### config.mk
export PLATFORM = sky130hd
export DESIGN_NAME = hazard_interlock
export DESIGN_NICKNAME = d
export VERILOG_FILES = /design/src/rtl/hz_pkg.sv /design/src/rtl/hz_compare.sv /design/src/rtl/hz_control.sv /design/src/rtl/hazard_interlock.sv
export SDC_FILE = /design/constraint.sdc
export NUM_CORES = 1
export LEC_CHECK = 0
export BUFFER_PORTS_ARGS = -buffer_cell sky130_fd_sc_hd__buf_2
export CAP_MARGIN = 0
export CORE_UTILIZATION = 34
export DETAILED_ROUTE_END_ITERATION = 8
export GPL_ROUTABILITY_DRIVEN = 1
export PLACE_DENSITY = 0.74
export SLEW_MARGIN = 20
export SYNTH_ARGS = -nofsm -noshare
export SYNTH_HDL_FRONTEND = slang
export SYNTH_SLANG_ARGS = --single-unit
### constraint.sdc
create_clock -name clk -period 1.3 [get_ports clk]
set_input_delay 0.13 -clock clk [delete_from_list [all_inputs] [get_ports clk]]
set_output_delay 0.13 -clock clk [all_outputs]
set_load 0.1 [all_outputs]
### src/rtl/hz_pkg.sv
package hz_pkg;
  typedef enum logic [1:0] {
    FWD_RF  = 2'd0,
    FWD_MEM = 2'd1,
    FWD_WB  = 2'd2
  } fwd_e;

  // strobes from control toward the compare datapath
  typedef struct packed {
    logic fwdEn;
  } dpCtrl_t;

  // pipeline steering decisions
  typedef struct packed {
    logic stall;
    logic bubble;
    logic flush;
  } steer_t;
endpackage

### src/rtl/hz_compare.sv
module hz_compare
  import hz_pkg::*;
#(
  parameter int REG_BITS = 5,
  parameter int NUM_SRC  = 2
) (
  input  logic [REG_BITS-1:0] decSrc [NUM_SRC],
  input  logic                decUse [NUM_SRC],
  input  logic [REG_BITS-1:0] exSrc  [NUM_SRC],
  input  logic [REG_BITS-1:0] exDst,
  input  logic                exWr,
  input  logic [REG_BITS-1:0] memDst,
  input  logic                memWr,
  input  logic [REG_BITS-1:0] wbDst,
  input  logic                wbWr,
  input  dpCtrl_t             ctrl,
  output logic                hitEx,
  output logic                hitMem,
  output fwd_e                fwdSel [NUM_SRC]
);
  localparam logic [REG_BITS-1:0] ZERO_REG = '0;

  logic [NUM_SRC-1:0] srcHitEx;
  logic [NUM_SRC-1:0] srcHitMem;

  for (genvar s = 0; s < NUM_SRC; s++) begin : g_src
    logic liveDec;
    logic liveEx;
    assign liveDec      = decUse[s] && (decSrc[s] != ZERO_REG);
    assign srcHitEx[s]  = liveDec && exWr  && (exDst  == decSrc[s]);
    assign srcHitMem[s] = liveDec && memWr && (memDst == decSrc[s]);
    assign liveEx       = ctrl.fwdEn && (exSrc[s] != ZERO_REG);

    always_comb begin
      if (liveEx && memWr && (memDst == exSrc[s])) begin
        fwdSel[s] = FWD_MEM;
      end else if (liveEx && wbWr && (wbDst == exSrc[s])) begin
        fwdSel[s] = FWD_WB;
      end else begin
        fwdSel[s] = FWD_RF;
      end
    end
  end

  assign hitEx  = |srcHitEx;
  assign hitMem = |srcHitMem;
endmodule

### src/rtl/hz_control.sv
module hz_control
  import hz_pkg::*;
(
  input  logic    modeBypass,
  input  logic    hitEx,
  input  logic    hitMem,
  input  logic    exIsLoad,
  input  logic    decIsBranch,
  input  logic    exIsBranch,
  input  logic    brTaken,
  input  logic    predOk,
  output dpCtrl_t ctrl,
  output steer_t  steer
);
  logic mispredict;
  logic loadUse;
  logic redirectEx;

  assign mispredict = brTaken && !predOk;
  assign loadUse    = hitEx && exIsLoad;
  assign redirectEx = exIsBranch && mispredict;

  always_comb begin
    ctrl.fwdEn = modeBypass;
    if (modeBypass) begin
      steer.stall  = loadUse;
      steer.bubble = loadUse;
      steer.flush  = decIsBranch && mispredict && !loadUse;
    end else begin
      steer.stall  = (hitEx || hitMem) && !redirectEx;
      steer.bubble = steer.stall || redirectEx;
      steer.flush  = redirectEx;
    end
  end
endmodule

### src/rtl/hazard_interlock.sv
module hazard_interlock
  import hz_pkg::*;
#(
  parameter int REG_BITS = 5
) (
  input  logic                clk,
  input  logic                rstN,
  input  logic                bypassMode,
  input  logic [REG_BITS-1:0] dRs1,
  input  logic [REG_BITS-1:0] dRs2,
  input  logic                dUseRs1,
  input  logic                dUseRs2,
  input  logic                dIsBranch,
  input  logic [REG_BITS-1:0] xRs1,
  input  logic [REG_BITS-1:0] xRs2,
  input  logic [REG_BITS-1:0] xRd,
  input  logic                xRegWr,
  input  logic                xIsLoad,
  input  logic                xIsBranch,
  input  logic [REG_BITS-1:0] mRd,
  input  logic                mRegWr,
  input  logic [REG_BITS-1:0] wRd,
  input  logic                wRegWr,
  input  logic                brTaken,
  input  logic                predOk,
  output logic                stallFront,
  output logic                bubbleEx,
  output logic                flushFd,
  output logic [1:0]          fwdSelA,
  output logic [1:0]          fwdSelB
);
  localparam int NUM_SRC = 2;

  logic                modeQ;
  logic [REG_BITS-1:0] decSrc [NUM_SRC];
  logic                decUse [NUM_SRC];
  logic [REG_BITS-1:0] exSrc  [NUM_SRC];
  fwd_e                fwdSel [NUM_SRC];
  logic                hitEx;
  logic                hitMem;
  dpCtrl_t             ctrl;
  steer_t              steer;

  always_ff @(posedge clk or negedge rstN) begin
    if (!rstN) modeQ <= 1'b0;
    else       modeQ <= bypassMode;
  end

  assign decSrc[0] = dRs1;
  assign decSrc[1] = dRs2;
  assign decUse[0] = dUseRs1;
  assign decUse[1] = dUseRs2;
  assign exSrc[0]  = xRs1;
  assign exSrc[1]  = xRs2;

  hz_compare #(.REG_BITS(REG_BITS), .NUM_SRC(NUM_SRC)) i_compare (
    .decSrc (decSrc),
    .decUse (decUse),
    .exSrc  (exSrc),
    .exDst  (xRd),
    .exWr   (xRegWr),
    .memDst (mRd),
    .memWr  (mRegWr),
    .wbDst  (wRd),
    .wbWr   (wRegWr),
    .ctrl   (ctrl),
    .hitEx  (hitEx),
    .hitMem (hitMem),
    .fwdSel (fwdSel)
  );

  hz_control i_control (
    .modeBypass  (modeQ),
    .hitEx       (hitEx),
    .hitMem      (hitMem),
    .exIsLoad    (xIsLoad),
    .decIsBranch (dIsBranch),
    .exIsBranch  (xIsBranch),
    .brTaken     (brTaken),
    .predOk      (predOk),
    .ctrl        (ctrl),
    .steer       (steer)
  );

  assign stallFront = steer.stall;
  assign bubbleEx   = steer.bubble;
  assign flushFd    = steer.flush;
  assign fwdSelA    = fwdSel[0];
  assign fwdSelB    = fwdSel[1];
endmodule

==> load_flow_metrics.sql, run 1 <==
INSERT INTO impl_metrics (metric_group, metric, value, unit) VALUES
('run_status', 'status', 'complete, but fails checks', ''),
('run_status', 'violated_checks', 'negative setup slack', ''),
('layout', 'drive_above_1_share', '69.09', '%'),
('floorplanning', 'die_y', '45.41', 'um'),
('sta', 'rsz0062_at_grt', 'true', ''),
('grt', 'first_global_vias', '1098', ''),
('sta', 'timing.final.crit_share', '149.9', '%'),
('run', 'drv_cap', '0', ''),
('critical_path', 'criticalPathCategory', 'input pin to output pin', ''),
('floorplanning', 'floorplan.die_area', '2062', 'sq um'),
('place', 'dp.final_hpwl', '2.268', 'mm'),
('layout', 'syn_to_final_growth', '151.0', '%'),
('detailed_routing', 'route.detailed.wl_per_inst', '21.63', 'um'),
('floorplanning', 'initial_utilization', '36.70', '%'),
('critical_path', 'crit_path_start_kind', 'input pin', ''),
('floorplanning', 'die_w', '45.41', 'um'),
('yosys', 'synthesis.instances', '82', ''),
('grt', 'grt_start_max_net_pins', '6', ''),
('power', 'p_per_cell_area', '365.8', 'nW/um^2'),
('layout', 'fin_util', '92.11', '%'),
('grt', 'wire_length_of_the_first_global_routing_pass', '4.940', 'mm'),
('sta', 'hold_viol', '0', ''),
('power', 'leakagePower', '0.6929', 'nW'),
('critical_path', 'family_of_cells_with_the_greatest_summed_delay_on_the_critical_path', 'compound AO/OA/AOI/OAI gates', ''),
('critical_path', 'timing.critical_path.to_type', 'output pin', ''),
('sta', 'hold_slack', '0.2471', 'ns'),
('yosys', 'seq_area_frac_synth', '3.906', '%'),
('floorplanning', 'placement_rows', '15', ''),
('power', 'power.ir.vdd_worst', '0.0002521', 'V'),
('layout', 'layout_top_registers', 'modeQ x1', ''),
('critical_path', 'critical_path_depth', '8', ''),
('sta', 'maxSlewViolCount', '0', ''),
('place', 'placedCellCount', '188', ''),
('critical_path', 'worstPathArrival', '1.82', 'ns'),
('yosys', 'number_of_warnings_printed_during_yosys_synthesis', '0', ''),
('critical_path', 'timing.critical_path.slowest_stage_cell', 'nor4_2', ''),
('place', 'port-buffer-count', '54', ''),
('floorplanning', 'placeable_area', '1745', 'sq um'),
('sta', 'final_setup_viols', '7', ''),
('critical_path', 'timing.critical_path.fanout_max', '3', ''),
('place', 'dp_slack', '-0.5471', 'ns'),
('layout', 'antenna_cells_inserted', '0', ''),
('layout', 'layout.cells.most_common', 'buf_2', ''),
('layout', 'design.final.nets', '215', ''),
('critical_path', 'critical_path.cell_chain', 'buf_2 > xor2_1 > nor4_2 > nand3_1 > o22a_1 > a221oi_2 > a21o_4 > buf_12', ''),
('layout', 'largest_register', 'modeQ', ''),
('grt', 'grt_antenna_before_repair', '0', ''),
('detailed_routing', 'dr_total_vias', '1086', ''),
('grt', 'grt_remaining_overflow', '0', ''),
('clock_tree', 'path_clk_slew', '0', 'ns'),
('place', 'gp_routability_congestion', '0.8727', ''),
('layout', 'final_design_area_no_fill', '1608', 'sq um'),
('place', 'placed_cell_area', '1381', 'sq um'),
('sta', 'fmax', '513.1', 'MHz'),
('yosys', 'postSynthNetCount', '130', ''),
('yosys', 'postSynthAreaPerCell', '7.812', 'sq um'),
('sta', 'layout_min_cycle_time', '1.949', 'ns'),
('layout', 'fin_cells', '190', ''),
('hold_path', 'min-delay-path-class', 'input pin to flop', ''),
('detailed_routing', 'initialDrtViolationCount', '39', ''),
('sta', 'timing_worst_slew_pin_value', '0.3203', 'ns'),
('critical_path', 'required', '1.17', 'ns'),
('yosys', 'synth.cell_area', '640.6', 'sq um'),
('critical_path', 'worst_path_largest_cell_delay', '0.37', 'ns'),
('critical_path', 'timing.critical_path.to', 'stallFront', ''),
('layout', 'mostFrequentLayoutCells', '37 x buf_2, 18 x buf_4, 16 x xnor2_1, 16 x xor2_1, 16 x buf_6', ''),
('detailed_routing', 'viasPerCell', '5.716', ''),
('layout', 'largest_register_ffs', '1', ''),
('power', 'total_power', '0.5881', 'mW'),
('detailed_routing', 'wire_length_after_detailed_routing', '4.110', 'mm'),
('critical_path', 'critical_path.n_buffers_inverters', '2', ''),
('detailed_routing', 'route.detailed.drc', '0', ''),
('detailed_routing', 'first_pass_iters', '4', ''),
('sta', 'setup_total_negative_slack', '-2.501', 'ns'),
('detailed_routing', 'postRouteAntennaNets', '0', ''),
('grt', 'grt.total_usage', '33.61', '%'),
('yosys', 'ys_seq_elements', '1', ''),
('critical_path', 'cp-startpoint', 'dRs1[1]', ''),
('floorplanning', 'io-pin-count', '55', ''),
('sta', 'timing.slew.headroom', '78.47', '%'),
('sta', 'fin_ws', '-0.6490', 'ns'),
('yosys', 'synthDistinctLibCells', '22', '');
-- cell families after synthesis --
| group | Yosys count | synth area share [%] |
|---|---|---|
| XOR/XNOR | 40 | 54.69 |
| AND/OR/NAND/NOR | 32 | 31.25 |
| AO/OA/AOI/OAI | 9 | 10.16 |
| flip-flops | 1 | 3.906 |
-- what timing repair did --
action	CTS	global route
endpoints found under the hold margin	1	0
pin swaps	9	8
hold buffers	1	0
setup buffers	0	1
resized for setup	21	20
endpoints found under the setup margin	7	7
-- synth_stat cells --
cell type	number	area [sq um]
xnor2_1	24	210.2
xor2_1	16	140.1
nand2_1	5	18.77
nand3_1	5	25.02
nand4_1	4	25.02
nor3_1	4	20.02
nor4_1	4	25.02
or4_1	3	22.52
nor3_2	2	20.02
o21ai_0	2	10.01
o21ai_2	2	17.52
a21o_1	1	7.510
a221oi_1	1	8.760
a31oi_1	1	6.260
dfrtp_1	1	25.02
nor2_4	1	11.26
nor2b_1	1	6.260
nor2b_2	1	8.760
o22a_1	1	8.760
o22ai_1	1	6.260
or2_1	1	6.260
or4_4	1	11.26
-- where the power goes --
| part | total (mW) | internal (mW) | leakage (nW) | switching [mW] |
|---|---|---|---|---|
| logic | 0.550 | 0.278 | 0.682 | 0.272 |
| clock network | 0 | 0 | 0 | 0 |
| registers | 0.0379 | 0.0336 | 0.0107 | 0.00424 |
-- cell type report --
class                   instances  area, sq um
fillers                        75        137.6
flip-flops and latches          1        26.28
repair buffers                 83        720.7
multi-input cells              81        829.5
well taps                      25        31.28
-- routing by layer --
layer  part of all wire, %  GRT usage [%]  vias to the layer above
met4                   5.9          19.39                        0
met5                     0              0                        -
met2                    52          62.29                       87
met1                    36          35.68                      511
met3                   6.5          4.365                       22
li1                      -              -                      466
-- worst min-delay path by stage --
stage / from / end / slack (ns) / cells past startpoint
6_report: bypassMode / modeQ$_DFF_PN0_ / 0.25 / 1
4_1_cts: bypassMode / modeQ$_DFF_PN0_ / 0.25 / 1
2_1_floorplan: rstN / modeQ$_DFF_PN0_ / -0.17 / 0
5_1_grt: bypassMode / modeQ$_DFF_PN0_ / 0.25 / 1
3_5_place_dp: rstN / modeQ$_DFF_PN0_ / -0.09 / 1
3_3_place_gp: rstN / modeQ$_DFF_PN0_ / -0.1 / 1
(Power assumes the default switching activity.)
==> run 2, diff against run 1 <==
--- a/constraint.sdc
+++ b/constraint.sdc
@@ -3,2 +3,2 @@
 set_output_delay 0.13 -clock clk [all_outputs]
-set_load 0.1 [all_outputs]
+set_load 0.02 [all_outputs]
==> run 2 against run 1 <==
The run still ends with negative setup slack left; sequential power is essentially flat; cell count shrank 1.6%; final area shrank 18%; sequential cell count is the same; critical path depth shrank 1; sequential share of layout area grew 0.25 points; setup slack gained 0.18 ns; utilization shrank 16 points; combinational power shrank 28%; fmax grew 10%; wire length shrank 41%; critical path type unchanged; largest cell class unchanged.
==> load_flow_metrics.sql, run 2 (synthesis results as in run 1) <==
INSERT INTO impl_metrics (metric_group, metric, value, unit) VALUES
('floorplanning', 'placeable_area', '1745', 'sq um'),
('place', 'dp.final_hpwl', '1.994', 'mm'),
('run_status', 'violated_checks', 'negative setup slack', ''),
('run_status', 'status', 'complete, but fails checks', ''),
('power', 'leakagePower', '0.5957', 'nW'),
('detailed_routing', 'first_pass_iters', '4', ''),
('grt', 'grt_remaining_overflow', '0', ''),
('hold_path', 'hold_path_end', 'modeQ$_DFF_PN0_', ''),
('place', 'port-buffer-count', '54', ''),
('floorplanning', 'placement_rows', '15', ''),
('detailed_routing', 'route.detailed.drc', '0', ''),
('layout', 'design.final.nets', '212', ''),
('critical_path', 'criticalPathCategory', 'input pin to output pin', ''),
('layout', 'mostFrequentLayoutCells', '42 x buf_2, 26 x buf_4, 23 x xnor2_1', ''),
('layout', 'layout.cells.most_common', 'buf_2', ''),
('grt', 'grt_start_max_net_pins', '8', ''),
('detailed_routing', 'initialDrtViolationCount', '3', ''),
('grt', 'first_global_vias', '903', ''),
('hold_path', 'worstHoldPathCells', '1', ''),
('grt', 'wire_length_of_the_first_global_routing_pass', '3.450', 'mm'),
('grt', 'grt.total_usage', '22.17', '%'),
('sta', 'hold_slack', '0.2380', 'ns'),
('layout', 'largest_register', 'modeQ', ''),
('critical_path', 'timing.critical_path.to_type', 'output pin', ''),
('floorplanning', 'initial_utilization', '36.70', '%'),
('sta', 'fin_ws', '-0.4707', 'ns'),
('sta', 'maxSlewViolCount', '0', ''),
('critical_path', 'crit_path_start_kind', 'input pin', ''),
('sta', 'rsz0062_at_grt', 'true', ''),
('detailed_routing', 'postRouteAntennaNets', '0', ''),
('sta', 'timing.slew.headroom', '78.28', '%'),
('detailed_routing', 'viasPerCell', '4.872', ''),
('layout', 'syn_to_final_growth', '106.8', '%'),
('critical_path', 'worstPathArrival', '1.64', 'ns'),
('layout', 'drive_above_1_share', '61.73', '%'),
('critical_path', 'timing.critical_path.fanout_max', '2', ''),
('place', 'placed_cell_area', '1171', 'sq um'),
('floorplanning', 'io-pin-count', '55', ''),
('layout', 'fillCellCount', '153', ''),
('sta', 'timing_worst_slew_pin_value', '0.3258', 'ns'),
('sta', 'fmax', '564.8', 'MHz'),
('floorplanning', 'die_y', '45.41', 'um'),
('detailed_routing', 'wire_length_after_detailed_routing', '2.406', 'mm'),
('power', 'p_per_cell_area', '326.3', 'nW/um^2'),
('layout', 'final_design_area_no_fill', '1325', 'sq um'),
('layout', 'largest_register_ffs', '1', ''),
('layout', 'fin_util', '75.91', '%'),
('clock_tree', 'cts_setup_buffers', '0', ''),
('hold_path', 'min-delay-path-class', 'input pin to flop', ''),
('power', 'power.ir.vdd_worst', '0.0002028', 'V'),
('clock_tree', 'path_clk_slew', '0', 'ns'),
('detailed_routing', 'dr_total_vias', '911', ''),
('run', 'drv_cap', '0', ''),
('floorplanning', 'floorplan.die_area', '2062', 'sq um'),
('place', 'gp_routability_congestion', '0.8020', ''),
('layout', 'layout_top_registers', 'modeQ x1', ''),
('sta', 'final_setup_viols', '7', ''),
('sta', 'timing.final.crit_share', '136.2', '%'),
('floorplanning', 'die_w', '45.41', 'um'),
('sta', 'hold_viol', '0', ''),
('hold_path', 'startpoint_of_the_most_critical_hold_path', 'bypassMode', ''),
('layout', 'antenna_cells_inserted', '0', ''),
('sta', 'layout_min_cycle_time', '1.771', 'ns'),
('critical_path', 'required', '1.17', 'ns'),
('grt', 'grt_antenna_before_repair', '0', ''),
('detailed_routing', 'route.detailed.wl_per_inst', '12.87', 'um');
==> run 2: cell count changes in the layout (fill, tap and decap cells not counted), sizes merged <==
cell / before / now
buf: 82 / 79
==> run 2: how the worst max path moves through the flow <==
| stage | from | endpoint | slack, ns | depth (start not counted) |
|---|---|---|---|---|
| finish | dRs2[0] | bubbleEx | -0.47 | 7 |
| CTS | dRs2[2] | stallFront | -0.44 | 8 |
| floorplan | dRs1[2] | bubbleEx | -0.14 | 6 |
| detailed placement | dRs2[2] | stallFront | -0.49 | 8 |
| global route | dRs2[0] | bubbleEx | -0.49 | 7 |
| global placement | dRs1[2] | bubbleEx | -0.41 | 8 |
==> run 2: per-stage QoR <==
step	TNS, ns	instances	power, mW	setup slack [ns]
CTS	-1.340	187	0.4180	-0.4424
global route	-1.790	187	0.4636	-0.4899
detailed placement	-1.664	186	0.3837	-0.4901
finish	-1.481	187	0.4324	-0.4707
global placement	-1.478	186	0.3729	-0.4100
floorplan	-0.5974	82	0.1810	-0.1423
==> run 2: routing by layer <==
metal	track usage [%]	part of all wire (%)	routed length, um	up-vias
met5	0	0	0	-
met4	3.030	0	0	0
met3	0.7937	4.2	102	0
met2	46.29	58	1394	40
met1	24.28	38	910	411
li1	-	-	-	460
==> run 2: repair_timing <==
action / in CTS / in global routing
endpoints found under the hold margin: 1 / 0
gates cloned: 0 / 0
pin swaps: 8 / 1
hold buffers: 1 / 0
gates resized for setup: 25 / 9
endpoints found under the setup margin: 7 / 7
==> run 2: power breakdown <==
| part | internal, mW | switching (mW) | total [mW] |
|---|---|---|---|
| combinational | 0.218 | 0.176 | 0.394 |
| sequential | 0.0333 | 0.00465 | 0.0379 |
| clock | 0 | 0 | 0 |
| total | 0.252 | 0.181 | 0.432 |
==> run 2: critical path, cell delays in order <==
cell,delay [ns]
buf_6,0.10
or4_4,0.54
o21ai_4,0.22
o22a_1,0.20
a31oi_1,0.09
or2_4,0.24
buf_6,0.13
==> run 2: area by class of cell <==
cell class                 count  area [sq um]  share of cell area [%]
tap                           25         31.28                   2.361
sequential                     1         25.02                   1.889
timing repair buffer          80         539.3                   40.70
multi-input combinational     81         729.5                   55.05
